## config.mk

```make
export PLATFORM = sky130hd
export DESIGN_NAME = cp_access_ctl
export DESIGN_NICKNAME = d
export VERILOG_FILES = /design/src/rtl/cp_access_pkg.sv /design/src/rtl/cp_code_decode.sv /design/src/rtl/cp_perm_store.sv /design/src/rtl/cp_perm_check.sv /design/src/rtl/cp_access_ctl.sv
export SDC_FILE = /design/constraint.sdc
export NUM_CORES = 1
export LEC_CHECK = 0
export ABC_AREA = 1
export BUFFER_PORTS_ARGS = -buffer_cell sky130_fd_sc_hd__buf_4
export CAP_MARGIN = 20
export CORE_MARGIN = 4
export CORE_UTILIZATION = 36
export DETAILED_ROUTE_END_ITERATION = 16
export PLACE_DENSITY = 0.88
export SYNTH_ARGS = -nofsm -noshare
export SYNTH_HDL_FRONTEND = slang
export SYNTH_SLANG_ARGS = --single-unit
```

## constraint.sdc

```tcl
create_clock -name clk -period 1.3 [get_ports clk]
set_input_delay 0.13 -clock clk [delete_from_list [all_inputs] [get_ports clk]]
set_output_delay 0.13 -clock clk [all_outputs]
set_load 0.02 [all_outputs]
```

## src/rtl/cp_access_pkg.sv

```systemverilog
package cp_access_pkg;
  typedef enum logic [1:0] {
    ACC_NONE = 2'b00,
    ACC_PRIV = 2'b01,
    ACC_RSVD = 2'b10,
    ACC_FULL = 2'b11
  } acc_code_e;

  localparam int NUM_CP    = 2;
  localparam int CP_BASE   = 10;
  localparam int FIELD_LSB = 20;
  localparam int SD_BIT    = 31;
  localparam int REG_W     = 32;
  localparam int PL_W      = 2;
  localparam int CPN_W     = 4;
endpackage

```

## src/rtl/cp_code_decode.sv

```systemverilog
module cp_code_decode
  import cp_access_pkg::*;
#(
  parameter int PL_W_P = PL_W
) (
  input  logic [1:0]        code,
  input  logic [PL_W_P-1:0] pl,
  output logic              deny
);
  acc_code_e code_e;
  assign code_e = acc_code_e'(code);

  always_comb begin
    unique case (code_e)
      ACC_NONE: deny = 1'b1;
      ACC_PRIV: deny = (pl == '0);
      ACC_RSVD: deny = 1'b1;   // reserved: deterministic deny
      ACC_FULL: deny = 1'b0;
      default:  deny = 1'b1;
    endcase
  end
endmodule

```

## src/rtl/cp_perm_store.sv

```systemverilog
module cp_perm_store
  import cp_access_pkg::*;
#(
  parameter bit HAS_FPU   = 1'b1,
  parameter bit HAS_SIMD  = 1'b1,
  parameter int N_CP      = NUM_CP,
  parameter int F_LSB     = FIELD_LSB,
  parameter int SDB       = SD_BIT,
  parameter int W         = REG_W,
  parameter int PW        = PL_W
) (
  input  logic              clk,
  input  logic              rst,
  input  logic              req,
  input  logic              we,
  input  logic [W-1:0]      wdata,
  input  logic [PW-1:0]     pl,
  input  logic              ns,
  input  logic [N_CP-1:0]   ns_en,
  output logic              ack,
  output logic              err,
  output logic [W-1:0]      rdata,
  output logic [2*N_CP-1:0] fld_o,
  output logic              sd_o
);
  localparam bit FIELDS_LIVE = HAS_FPU || HAS_SIMD;
  localparam bit SD_LIVE     = HAS_SIMD;
  localparam bit SD_CONST    = HAS_FPU && !HAS_SIMD;
  localparam logic [W-1:0] LIVE_MASK =
    W'(((64'd1 << (2*N_CP)) - 64'd1) << F_LSB) | W'(64'd1 << SDB);

  logic [2*N_CP-1:0] fld_q;
  logic              sd_q;
  logic              priv_ok;
  logic [W-1:0]      rd_val;
  logic              sd_rd;

  assign priv_ok = req && (pl != '0);
  assign sd_rd   = SD_LIVE ? sd_q : SD_CONST;

  always_ff @(posedge clk) begin
    if (rst) begin
      fld_q <= '0;
      sd_q  <= 1'b0;
    end else if (priv_ok && we) begin
      for (int i = 0; i < N_CP; i++) begin
        if (FIELDS_LIVE && (!ns || ns_en[i]))
          fld_q[2*i +: 2] <= wdata[F_LSB + 2*i +: 2];
      end
      if (SD_LIVE) sd_q <= wdata[SDB];
    end
  end

  always_comb begin
    rd_val = '0;
    for (int i = 0; i < N_CP; i++)
      rd_val[F_LSB + 2*i +: 2] = (ns && !ns_en[i]) ? 2'b00 : fld_q[2*i +: 2];
    rd_val[SDB] = sd_rd;
  end

  always_ff @(posedge clk) begin
    if (rst) begin
      ack   <= 1'b0;
      err   <= 1'b0;
      rdata <= '0;
    end else begin
      ack   <= req;
      err   <= req && (pl == '0);
      rdata <= (priv_ok && !we) ? rd_val : '0;
    end
  end

  assign fld_o = fld_q;
  assign sd_o  = sd_rd;

  logic unused_wbits;
  assign unused_wbits = ^(wdata & ~LIVE_MASK);

  p_ack_next_r12: assert property (@(posedge clk) disable iff (rst)
    req |=> ack);
  p_pl0_keeps_r8: assert property (@(posedge clk) disable iff (rst)
    (req && pl == '0) |=> ($stable(fld_q) && err && rdata == '0));
  p_rsvd_zero_r7: assert property (@(posedge clk) disable iff (rst)
    ack |-> ((rdata & ~LIVE_MASK) == '0));

  for (genvar g = 0; g < N_CP; g++) begin : g_ns_chk
    p_ns_locked_r10: assert property (@(posedge clk) disable iff (rst)
      (req && we && ns && !ns_en[g]) |=> $stable(fld_q[2*g +: 2]));
  end
endmodule

```

## src/rtl/cp_perm_check.sv

```systemverilog
module cp_perm_check
  import cp_access_pkg::*;
#(
  parameter int N_CP  = NUM_CP,
  parameter int BASE  = CP_BASE,
  parameter int CW    = CPN_W,
  parameter int PW    = PL_W
) (
  input  logic              clk,
  input  logic              rst,
  input  logic [2*N_CP-1:0] fld,
  input  logic              sd,
  input  logic [CW-1:0]     cp_num,
  input  logic [PW-1:0]     pl,
  input  logic              hyp,
  input  logic              ns,
  input  logic [N_CP-1:0]   ns_en,
  input  logic              is_simd,
  output logic              undef
);
  logic [N_CP-1:0] hit;
  logic [N_CP-1:0] deny;
  logic [N_CP-1:0] slot_undef;

  for (genvar g = 0; g < N_CP; g++) begin : g_slot
    logic [1:0] eff;
    assign eff = (ns && !ns_en[g]) ? 2'b00 : fld[2*g +: 2];
    assign hit[g] = (cp_num == CW'(BASE + g));

    cp_code_decode #(.PL_W_P(PW)) u_dec (
      .code (eff),
      .pl   (pl),
      .deny (deny[g])
    );

    assign slot_undef[g] = hit[g] && (deny[g] || (is_simd && sd));

    p_deny_none_r2: assert property (@(posedge clk) disable iff (rst)
      (hit[g] && !hyp && eff == 2'b00) |-> undef);
    p_rsvd_deny_r3: assert property (@(posedge clk) disable iff (rst)
      (hit[g] && !hyp && eff == 2'b10) |-> undef);
    p_simd_off_r4: assert property (@(posedge clk) disable iff (rst)
      (hit[g] && !hyp && is_simd && sd) |-> undef);
  end

  assign undef = !hyp && (|slot_undef);

  p_hyp_quiet_r9: assert property (@(posedge clk) disable iff (rst)
    hyp |-> !undef);
  p_other_cp_r11: assert property (@(posedge clk) disable iff (rst)
    ($countones(hit) == 0) |-> !undef);
endmodule

```

## src/rtl/cp_access_ctl.sv

```systemverilog
module cp_access_ctl
  import cp_access_pkg::*;
#(
  parameter bit HAS_FPU  = 1'b1,
  parameter bit HAS_SIMD = 1'b1
) (
  input  logic             clk,
  input  logic             rst,
  input  logic             reg_req,
  input  logic             reg_we,
  input  logic [REG_W-1:0] reg_wdata,
  input  logic [PL_W-1:0]  cur_pl,
  input  logic             cur_ns,
  input  logic [NUM_CP-1:0] ns_cp_en,
  output logic             reg_ack,
  output logic             reg_err,
  output logic [REG_W-1:0] reg_rdata,
  input  logic [CPN_W-1:0] chk_cp_num,
  input  logic             chk_hyp,
  input  logic             chk_simd,
  output logic             chk_undef
);
  logic [2*NUM_CP-1:0] fld;
  logic                sd;

  cp_perm_store #(
    .HAS_FPU (HAS_FPU),
    .HAS_SIMD(HAS_SIMD)
  ) u_store (
    .clk   (clk),
    .rst   (rst),
    .req   (reg_req),
    .we    (reg_we),
    .wdata (reg_wdata),
    .pl    (cur_pl),
    .ns    (cur_ns),
    .ns_en (ns_cp_en),
    .ack   (reg_ack),
    .err   (reg_err),
    .rdata (reg_rdata),
    .fld_o (fld),
    .sd_o  (sd)
  );

  cp_perm_check u_check (
    .clk     (clk),
    .rst     (rst),
    .fld     (fld),
    .sd      (sd),
    .cp_num  (chk_cp_num),
    .pl      (cur_pl),
    .hyp     (chk_hyp),
    .ns      (cur_ns),
    .ns_en   (ns_cp_en),
    .is_simd (chk_simd),
    .undef   (chk_undef)
  );
endmodule

```

==> flow_summary.toml, run 1 <==
[routing]
post_drt_wl_per_cell_um = 9.42
wirelength_mm = 1.51
drt-pass1-iter-count = 4
drc = 0
drt_iter0_markers = 5
vias = 629
vias_per_cell = 3.93
antenna_left = 0

[placed_design]
io_buffers = 27
place_ws_ns = 0.245
dp_hpwl_mm = 1.22
place_congestion = 0.702

[grt]
grt-ovfl-total = 0
grt_usage = 0.0982
grt_pass1_wl_mm = 2.01
grtUsageMet2 = 0.196
busiest_layer = "met2"
grt_start_max_net_pins = 8
use_met1 = 0.0765
grtUsageMet3 = 0.0222
grt_pass1_vias = 524
antenna_found_initial = 0

[clock_network]
hold_buffers = 0
cts_tree = "built"
clockBufferDepth = 2
clkLatencyLatePin_ns = 0.27
cts_sinks = 12
cts_root_buf = "clkbuf_4"
cts.reportedPaths.clkPinSlew_ns = 0.07
cts_max_level = 1
cts_made_buffers = 3

[run]
timing.max_cap.violations = 0

[power_and_ir_drop]
leakage_nw = 0.501
power_density_nw_per_um2 = 945
ir_worst_vdd_mv = 0.400
p_clk_frac = 0.328
switching_share = 0.305
power.switching_uw = 274
power_frac_seq = 0.432
p_int_uw = 624
pwr-share-comb = 0.241

[setup_path]
slowest_stage = "dfxtp_2"
worst_path_dominant_cell_family = "flip-flops"
cp_max_fo = 2
worstPathArrival_ns = 1.15
cp-start-kind = "flop"
required_ns = 1.17
end_kind = "output port"
path_class = "reg -> out"
crit_chain = "a21boi_4 > nand3_1 > nand2_1 > a21oi_2 > buf_4"
critPathMaxStageDelay_ns = 0.33
path_buf_inv = 1

[layout]
most-common-layout-cells = "buf_4 (28), conb_1 (27), inv_1 (14)"
final_common_cell = "buf_4"
regArea_um2 = 243
final.fill_count = 191
multi_input_area_um2 = 363
nets = 181
areaGrowthSynthToFinish_pct = 26.1
drive_gt1_frac = 0.361
antenna_cells = 0

[floorplan]
core.rowCount = 16
initial_core_util = 0.380
die_y_um = 53.7
io_pins = 82
dieArea_um2 = 2890
chipWidth_um = 53.7
coreArea_um2 = 1980

[timing]
timing.hold.ws_ns = 0.0442
skew_ns = 0.000530
rsz0062_at_grt = "true"
min_period_over_period = 0.983
fmax_ghz = 0.783
hold_viol_final = 0
slew_violations = 0
worst_slack_ns = 0.0227
setup_viol = 0
fin_crit_ns = 1.28

[logic_synthesis]
seq_area_frac_synth = 0.319
synth_seq_cells = 12
ys_warn_count = 0
syn_area_um2 = 753
ys_types = 15
syn_area_per_cell_um2 = 7.38
synthesis.instances = 102

[min_path]
min_path_type = "in -> reg"

[status]
outcome = "complete, no violations"
[kinds of logic (layout without fill, tap and decap cells)]
logic type	Yosys count	count (layout)	synth area share
buffers and inverters	44	49	0.354
AOI/OAI and AO/OA	5	5	0.0365
DFF	12	12	0.319
and+or+nand+nor	40	40	0.286
other	1	27	0.00498
[registers in the layout (all words and copies together) (netlist names)]
name and count:
u_store.rdata 5, u_store.err 1, u_store.sd_o 1, u_store.ack 1, u_store.fld_o 4
[worst reg2reg max path: cells and delay by family (launching register included)]
family	cells	cell delay, ns
AOI/OAI and AO/OA	1	0.18
and+or+nand+nor	1	0.08
buffers and inverters	2	0.16
DFF	1	0.33
[power by group through the flow]
| stage | clock, mW | combinational [mW] | sequential [mW] |
|---|---|---|---|
| 2_1_floorplan | 0 | 0.192 | 0.398 |
| 3_3_place_gp | 0 | 0.200 | 0.394 |
| 3_5_place_dp | 0 | 0.204 | 0.395 |
| 4_1_cts | 0.303 | 0.206 | 0.386 |
| 5_1_grt | 0.321 | 0.233 | 0.389 |
| 6_report | 0.294 | 0.216 | 0.387 |
[worst paths after layout]
kind | slack [ns] | startpoint | endpoint | depth (start not counted)
worst max-delay path | 0.02 | u_store.fld_o[2] | chk_undef | 5
worst min register to register | 0.46 | u_store.sd_o | u_store.rdata[31] | 2
worst min-delay path | 0.04 | rst | u_store.ack | 2
worst max register to register | 0.50 | u_store.fld_o[2] | u_store.rdata[22] | 4
[synthesized netlist by cell type]
master    count  area share
a21oi_1       3       0.020
nand3_1       3       0.020
a21boi_1      1       0.010
o21ai_0       1      0.0066
nor2_1       13       0.065
nor2_4        5       0.075
dfxtp_1      12        0.32
buf_4        27        0.27
nand2_2       2       0.017
nand2_1      12       0.060
inv_2         2       0.010
nand3_4       1       0.023
conb_1        1      0.0050
inv_1        15       0.075
nor3_1        4       0.027
[final cells by class]
cell class	instances	share of cell area
inverter	17	0.0672
multi-input combinational	72	0.382
clock buffer	4	0.0382
tap	27	0.0356
sequential	12	0.256
timing repair buffer	28	0.221
[through the flow]
stage | utilization | TNS, ns | total power [mW] | cell area (um2) | cells
final | 0.479 | 0 | 0.897 | 950 | 160
after global routing | 0.479 | -0.0500 | 0.943 | 950 | 160
after CTS | 0.467 | 0 | 0.895 | 925 | 159
after detailed placement | 0.446 | 0 | 0.599 | 885 | 155
after global placement | 0.446 | 0 | 0.594 | 885 | 155
after floorplan | - | 0 | 0.590 | 851 | 128
[layer usage]
metal / wire [um] / up-vias
li1: - / 311
met1: 436 / 264
met2: 764 / 49
met3: 262 / 5
met4: 44 / 0
met5: 0 / -
[repair_timing]
action | 4_1_cts | 5_1_grt
pin swaps | 0 | 1
setup endpoints to repair | 1 | 1
gates resized for setup | 1 | 6
setup buffers | 0 | 1
(Power assumes the default switching activity.)
==> run 2: changes to the inputs <==
PLACE_DENSITY = 0.81   (was 0.88)
==> run 2 against run 1 <==
Effect of this change:
- final area is 2.2% lower
- sequential cell count did not move
- register-to-register slack improved by 0.13 ns
- global-route usage down 1.1 points
- combinational power shrank 3%
- sequential share of layout area is 0.59 points higher
- power is 9.3% lower
- non-clock buffer count shrank 1
- clock-buffer cell count fell by 1
- first-iteration DRC count rose by 40%
- via count shrank 7.3%
==> flow_summary.toml, run 2 (synthesis results as in run 1) <==
[status]
outcome = "complete, no violations"

[placed_design]
dp_hpwl_mm = 1.13
io_buffers = 27
place_congestion = 0.668
placed_cell_area_um2 = 885
place_ws_ns = 0.223

[layout]
areaGrowthSynthToFinish_pct = 23.3
final_util = 0.468
nets = 180
final_area_um2 = 928
largest_reg_flops = 5
most-common-layout-cells = "conb_1 (27), buf_4 (27), inv_1 (14)"
antenna_cells = 0
drive_gt1_frac = 0.351
top_register = "u_store.rdata"

[setup_path]
cp-start-kind = "flop"
r2r_start = "u_store.fld_o[2]"
crit_chain = "a21boi_4 > nand3_1 > nand2_1 > a21oi_2 > buf_4"
worstPathArrival_ns = 1.11
worst_path_dominant_cell_family = "flip-flops"
path_depth = 5
slowest_stage = "dfxtp_2"
cp_max_fo = 2
startpoint = "u_store.fld_o[2]"
reg2reg_depth = 3
required_ns = 1.17
end_kind = "output port"
critPathMaxStageDelay_ns = 0.32
path_class = "reg -> out"
path_buf_inv = 1

[power_and_ir_drop]
ir_worst_vdd_mv = 0.311
leakage_nw = 0.489
power_density_nw_per_um2 = 877

[routing]
antenna_left = 0
drc = 0
vias_per_cell = 3.69
drt-pass1-iter-count = 2
wirelength_mm = 1.31
drt_iter0_markers = 7
post_drt_wl_per_cell_um = 8.26
vias = 583

[timing]
worst_slack_ns = 0.0633
rsz0062_at_grt = "true"
fin_crit_ns = 1.24
skew_ns = 0.000384
hold_viol_final = 0
min_period_over_period = 0.951
timing.hold.ws_ns = 0.0466
setup_tns_ns = 0
setup_viol = 0
fmax_ghz = 0.809
slew_violations = 0

[clock_network]
cts_sinks = 12
cts_root_buf = "clkbuf_4"
cts_tree = "built"
cts_made_buffers = 3
hold_buffers = 0
cts_max_level = 1
cts.reportedPaths.clkPinSlew_ns = 0.07
clkLatencyLatePin_ns = 0.27
postCtsSetupBuffers = 0
clockBufferDepth = 2

[min_path]
min_path_type = "in -> reg"
hold_start = "rst"
hold_depth = 2

[run]
timing.max_cap.violations = 0

[grt]
busiest_layer = "met2"
grt-ovfl-total = 0
antenna_found_initial = 0
grt_pass1_vias = 475
grtUsageMet3 = 0.0277
grt_pass1_wl_mm = 1.78
grt_usage = 0.0867
grt_start_max_net_pins = 7
grtUsageMet2 = 0.139
use_met1 = 0.0899

[floorplan]
chipWidth_um = 53.7
coreArea_um2 = 1980
io_pins = 82
die_y_um = 53.7
core.rowCount = 16
initial_core_util = 0.380
dieArea_um2 = 2890
## run 2: cell types whose count changed in the layout (fill, tap and decap cells not counted)
cell,before,now
clkbuf_8,1,0
buf_4,28,27
## run 2: area by class of cell
type	instances	area, um2
well taps	27	33.8
repair buffers	27	203
flip-flops and latches	12	243
multi-input cells	72	363
inverters	17	63.8
clock buffers	3	22.5
fillers	202	1050
## run 2: final timing paths
check	to	slack, ns
worst max-delay path	chk_undef	0.06
worst min-delay path	u_store.ack	0.05
worst max register to register	u_store.rdata[22]	0.63
worst min register to register	u_store.rdata[21]	0.45
## run 2: through the flow
step / std cells / total power [mW]
after detailed placement: 155 / 0.597
after global routing: 158 / 0.860
after global placement: 155 / 0.594
after CTS: 158 / 0.819
after floorplan: 128 / 0.590
final: 158 / 0.814
## run 2: where the power goes
part / leakage, nW / internal [mW] / switching (mW)
clock: 0.0138 / 0.107 / 0.111
sequential: 0.0986 / 0.381 / 0.00550
combinational: 0.376 / 0.0702 / 0.139
## run 2: routing by layer
layer | vias up | part of all wire
met5 | - | 0
met4 | 0 | 0.029
met3 | 4 | 0.21
met2 | 43 | 0.40
met1 | 229 | 0.36
li1 | 307 | -
## run 2: what timing repair did
action / CTS / global route
gates resized for setup: 1 / 6
endpoints found under the setup margin: 1 / 1
pin swaps: 0 / 2
## run 2: worst register-to-register path, delay by kind of cell (launching register included)
kind | cells | cell delay (ns)
flip-flops | 1 | 0.32
AND/OR/NAND/NOR | 1 | 0.08
buffers and inverters | 1 | 0.05
AO/OA/AOI/OAI | 1 | 0.16
==> run 3: changes to the inputs <==
CORE_UTILIZATION = 37   (was 36)
PLACE_DENSITY = 0.82   (was 0.81)
REMOVE_ABC_BUFFERS = 1   (was default)
SYNTH_HIERARCHICAL = 1   (was default)
==> run 3 against run 2 <==
Effect of this change:
- the flow now finishes with violations (setup timing)
- power increased by 0.33%
- worst hold slack got worse by 0.0012 ns
- wire length increased by 6.8%
- worst setup slack got worse by 0.12 ns
- clock power decreased by 3%
- clock skew increased by 0.0030 ns
- first-iteration DRC count decreased by 57%
- synthesized area increased by 2.7%
- critical path depth increased by 4
- die area about the same
- largest power group unchanged
==> flow_summary.toml, run 3 <==
[floorplan]
initial_core_util = 0.390
dieArea_um2 = 2890
io_pins = 82
coreArea_um2 = 1980
chipWidth_um = 53.7
die_y_um = 53.7
core.rowCount = 16

[timing]
slew_violations = 0
fmax_ghz = 0.739
fin_crit_ns = 1.35
timing.hold.ws_ns = 0.0454
rsz0062_at_grt = "true"
setup_viol = 1
min_period_over_period = 1.04
skew_ns = 0.00338
worst_slack_ns = -0.0539
hold_viol_final = 0

[setup_path]
end_kind = "output port"
cp_max_fo = 2
cp_common_cell = "nor2_1"
cp-start-kind = "flop"
crit_chain = "a21boi_2 > inv_1 > nand2_1 > nand2_1 > inv_1 > nor2_1 > nor2_1 > nor2_1 > buf_4"
r2r_start = "u_store/fld_o[3]"
path_buf_inv = 3
r2r_slack_ns = 0.58
required_ns = 1.17
path_class = "reg -> out"
rr_endpoint = "u_store/fld_o[3]"
critPathMaxStageDelay_ns = 0.31
worst_path_dominant_cell_family = "flip-flops"
worstPathArrival_ns = 1.22
reg2reg_depth = 3
slowest_stage = "dfxtp_2"

[grt]
antenna_found_initial = 0
grt_pass1_vias = 499
grt_usage = 0.0979
grt_pass1_wl_mm = 1.94
grt-ovfl-total = 0
grt_start_max_net_pins = 10

[clock_network]
cts_tree = "built"
cts.reportedPaths.clkPinSlew_ns = 0.07
cts_max_level = 1
clkLatencyLatePin_ns = 0.26
hold_buffers = 0
clockBufferDepth = 2
cts_root_buf = "clkbuf_4"
cts_sinks = 12
cts_made_buffers = 3

[min_path]
hold_start = "rst"
hold_depth = 2
min_path_type = "in -> reg"
hold_end = "u_store/err"

[placed_design]
dp_hpwl_mm = 1.14
place_congestion = 0.797
io_buffers = 27
placed_cell_area_um2 = 905
place_ws_ns = 0.130

[routing]
post_drt_wl_per_cell_um = 8.30
vias_per_cell = 3.91
vias = 657
drc = 0
drt-pass1-iter-count = 3
antenna_left = 0
drt_iter0_markers = 3
wirelength_mm = 1.39

[logic_synthesis]
synthesis.instances = 110
ys_warn_count = 6
seq_area_frac_synth = 0.311
yosys-top-cells-area = "dfxtp_1 (31%), buf_4 (26%), inv_1 (8.7%)"
async_reset_ff_frac = 0
yosys_most_used_dff = "dfxtp_1"
synth_common_cells = "buf_4 (27), inv_1 (18), nor2_1 (16)"
ys_types = 16
post-synth-top-count-cell = "buf_4"
yosysTopAreaCell = "dfxtp_1"
synth_edf_count = 0
syn_area_per_cell_um2 = 7.03
syn_area_um2 = 773
yosysTopAreaCellShare = 0.311
synth_seq_cells = 12

[power_and_ir_drop]
power_density_nw_per_um2 = 858
ir_worst_vdd_mv = 0.344
leakage_nw = 0.524

[layout]
final_common_cell = "buf_4"
final.fill_count = 203
largest_reg_flops = 5
most-common-layout-cells = "buf_4 (29), conb_1 (27), inv_1 (18)"
antenna_cells = 0
nets = 190
drive_gt1_frac = 0.284
final_util = 0.480
top_register = "u_store/rdata"
final_area_um2 = 952
areaGrowthSynthToFinish_pct = 23.1

[status]
violations = "setup timing"
outcome = "finished, violations left"

[run]
timing.max_cap.violations = 0
[run 3: report_power, final]
part	switching [mW]	leakage (nW)	internal, mW
combinational	0.142	0.411	0.0761
clock	0.105	0.0138	0.107
sequential	0.00610	0.0986	0.381
total	0.253	0.524	0.564
[run 3: area by class of cell]
type / instances / area, um2 / area share
Inverter: 18 / 67.6 / 0.0710
Sequential cell: 12 / 243 / 0.255
Multi-Input combinational cell: 79 / 368 / 0.386
Tap cell: 27 / 33.8 / 0.0355
Clock buffer: 3 / 22.5 / 0.0237
Timing Repair Buffer: 29 / 218 / 0.229
[run 3: how the worst max path moves through the flow]
stage                     slack, ns             start   endpoint  depth (start not counted)
after floorplan                0.20  u_store/fld_o[1]  chk_undef                          8
after global placement         0.15  u_store/fld_o[3]  chk_undef                          9
after detailed placement       0.13  u_store/fld_o[3]  chk_undef                          9
after CTS                     -0.07  u_store/fld_o[1]  chk_undef                          9
after global routing          -0.19  u_store/fld_o[3]  chk_undef                          9
final                         -0.05  u_store/fld_o[1]  chk_undef                          9
[run 3: kinds of logic (layout without fill, tap and decap cells)]
family,count (synthesis),count (layout),share of synthesized area
buffers and inverters,45,50,0.350
and+or+nand+nor,43,43,0.264
AOI/OAI and AO/OA,9,9,0.0712
other,1,27,0.00485
DFF,12,12,0.311
[run 3: timing repair]
item                       in CTS  in global routing
setup endpoints to repair       1                  1
gates resized for setup         8                  0
buffers inserted                2                  0
[run 3: per-stage QoR]
stage | TNS (ns) | std cells | total power [mW]
2_1_floorplan | 0 | 109 | 0.531
3_3_place_gp | 0 | 163 | 0.597
3_5_place_dp | 0 | 163 | 0.601
4_1_cts | -0.0700 | 168 | 0.823
5_1_grt | -0.185 | 168 | 0.870
6_report | -0.0539 | 168 | 0.817
[run 3: per-layer routing]
layer | up-vias | global-route usage | part of all wire
li1 | 340 | - | -
met1 | 268 | 0.0921 | 0.34
met2 | 41 | 0.153 | 0.46
met3 | 8 | 0.0332 | 0.15
met4 | 0 | 0.115 | 0.053
met5 | - | 0 | 0
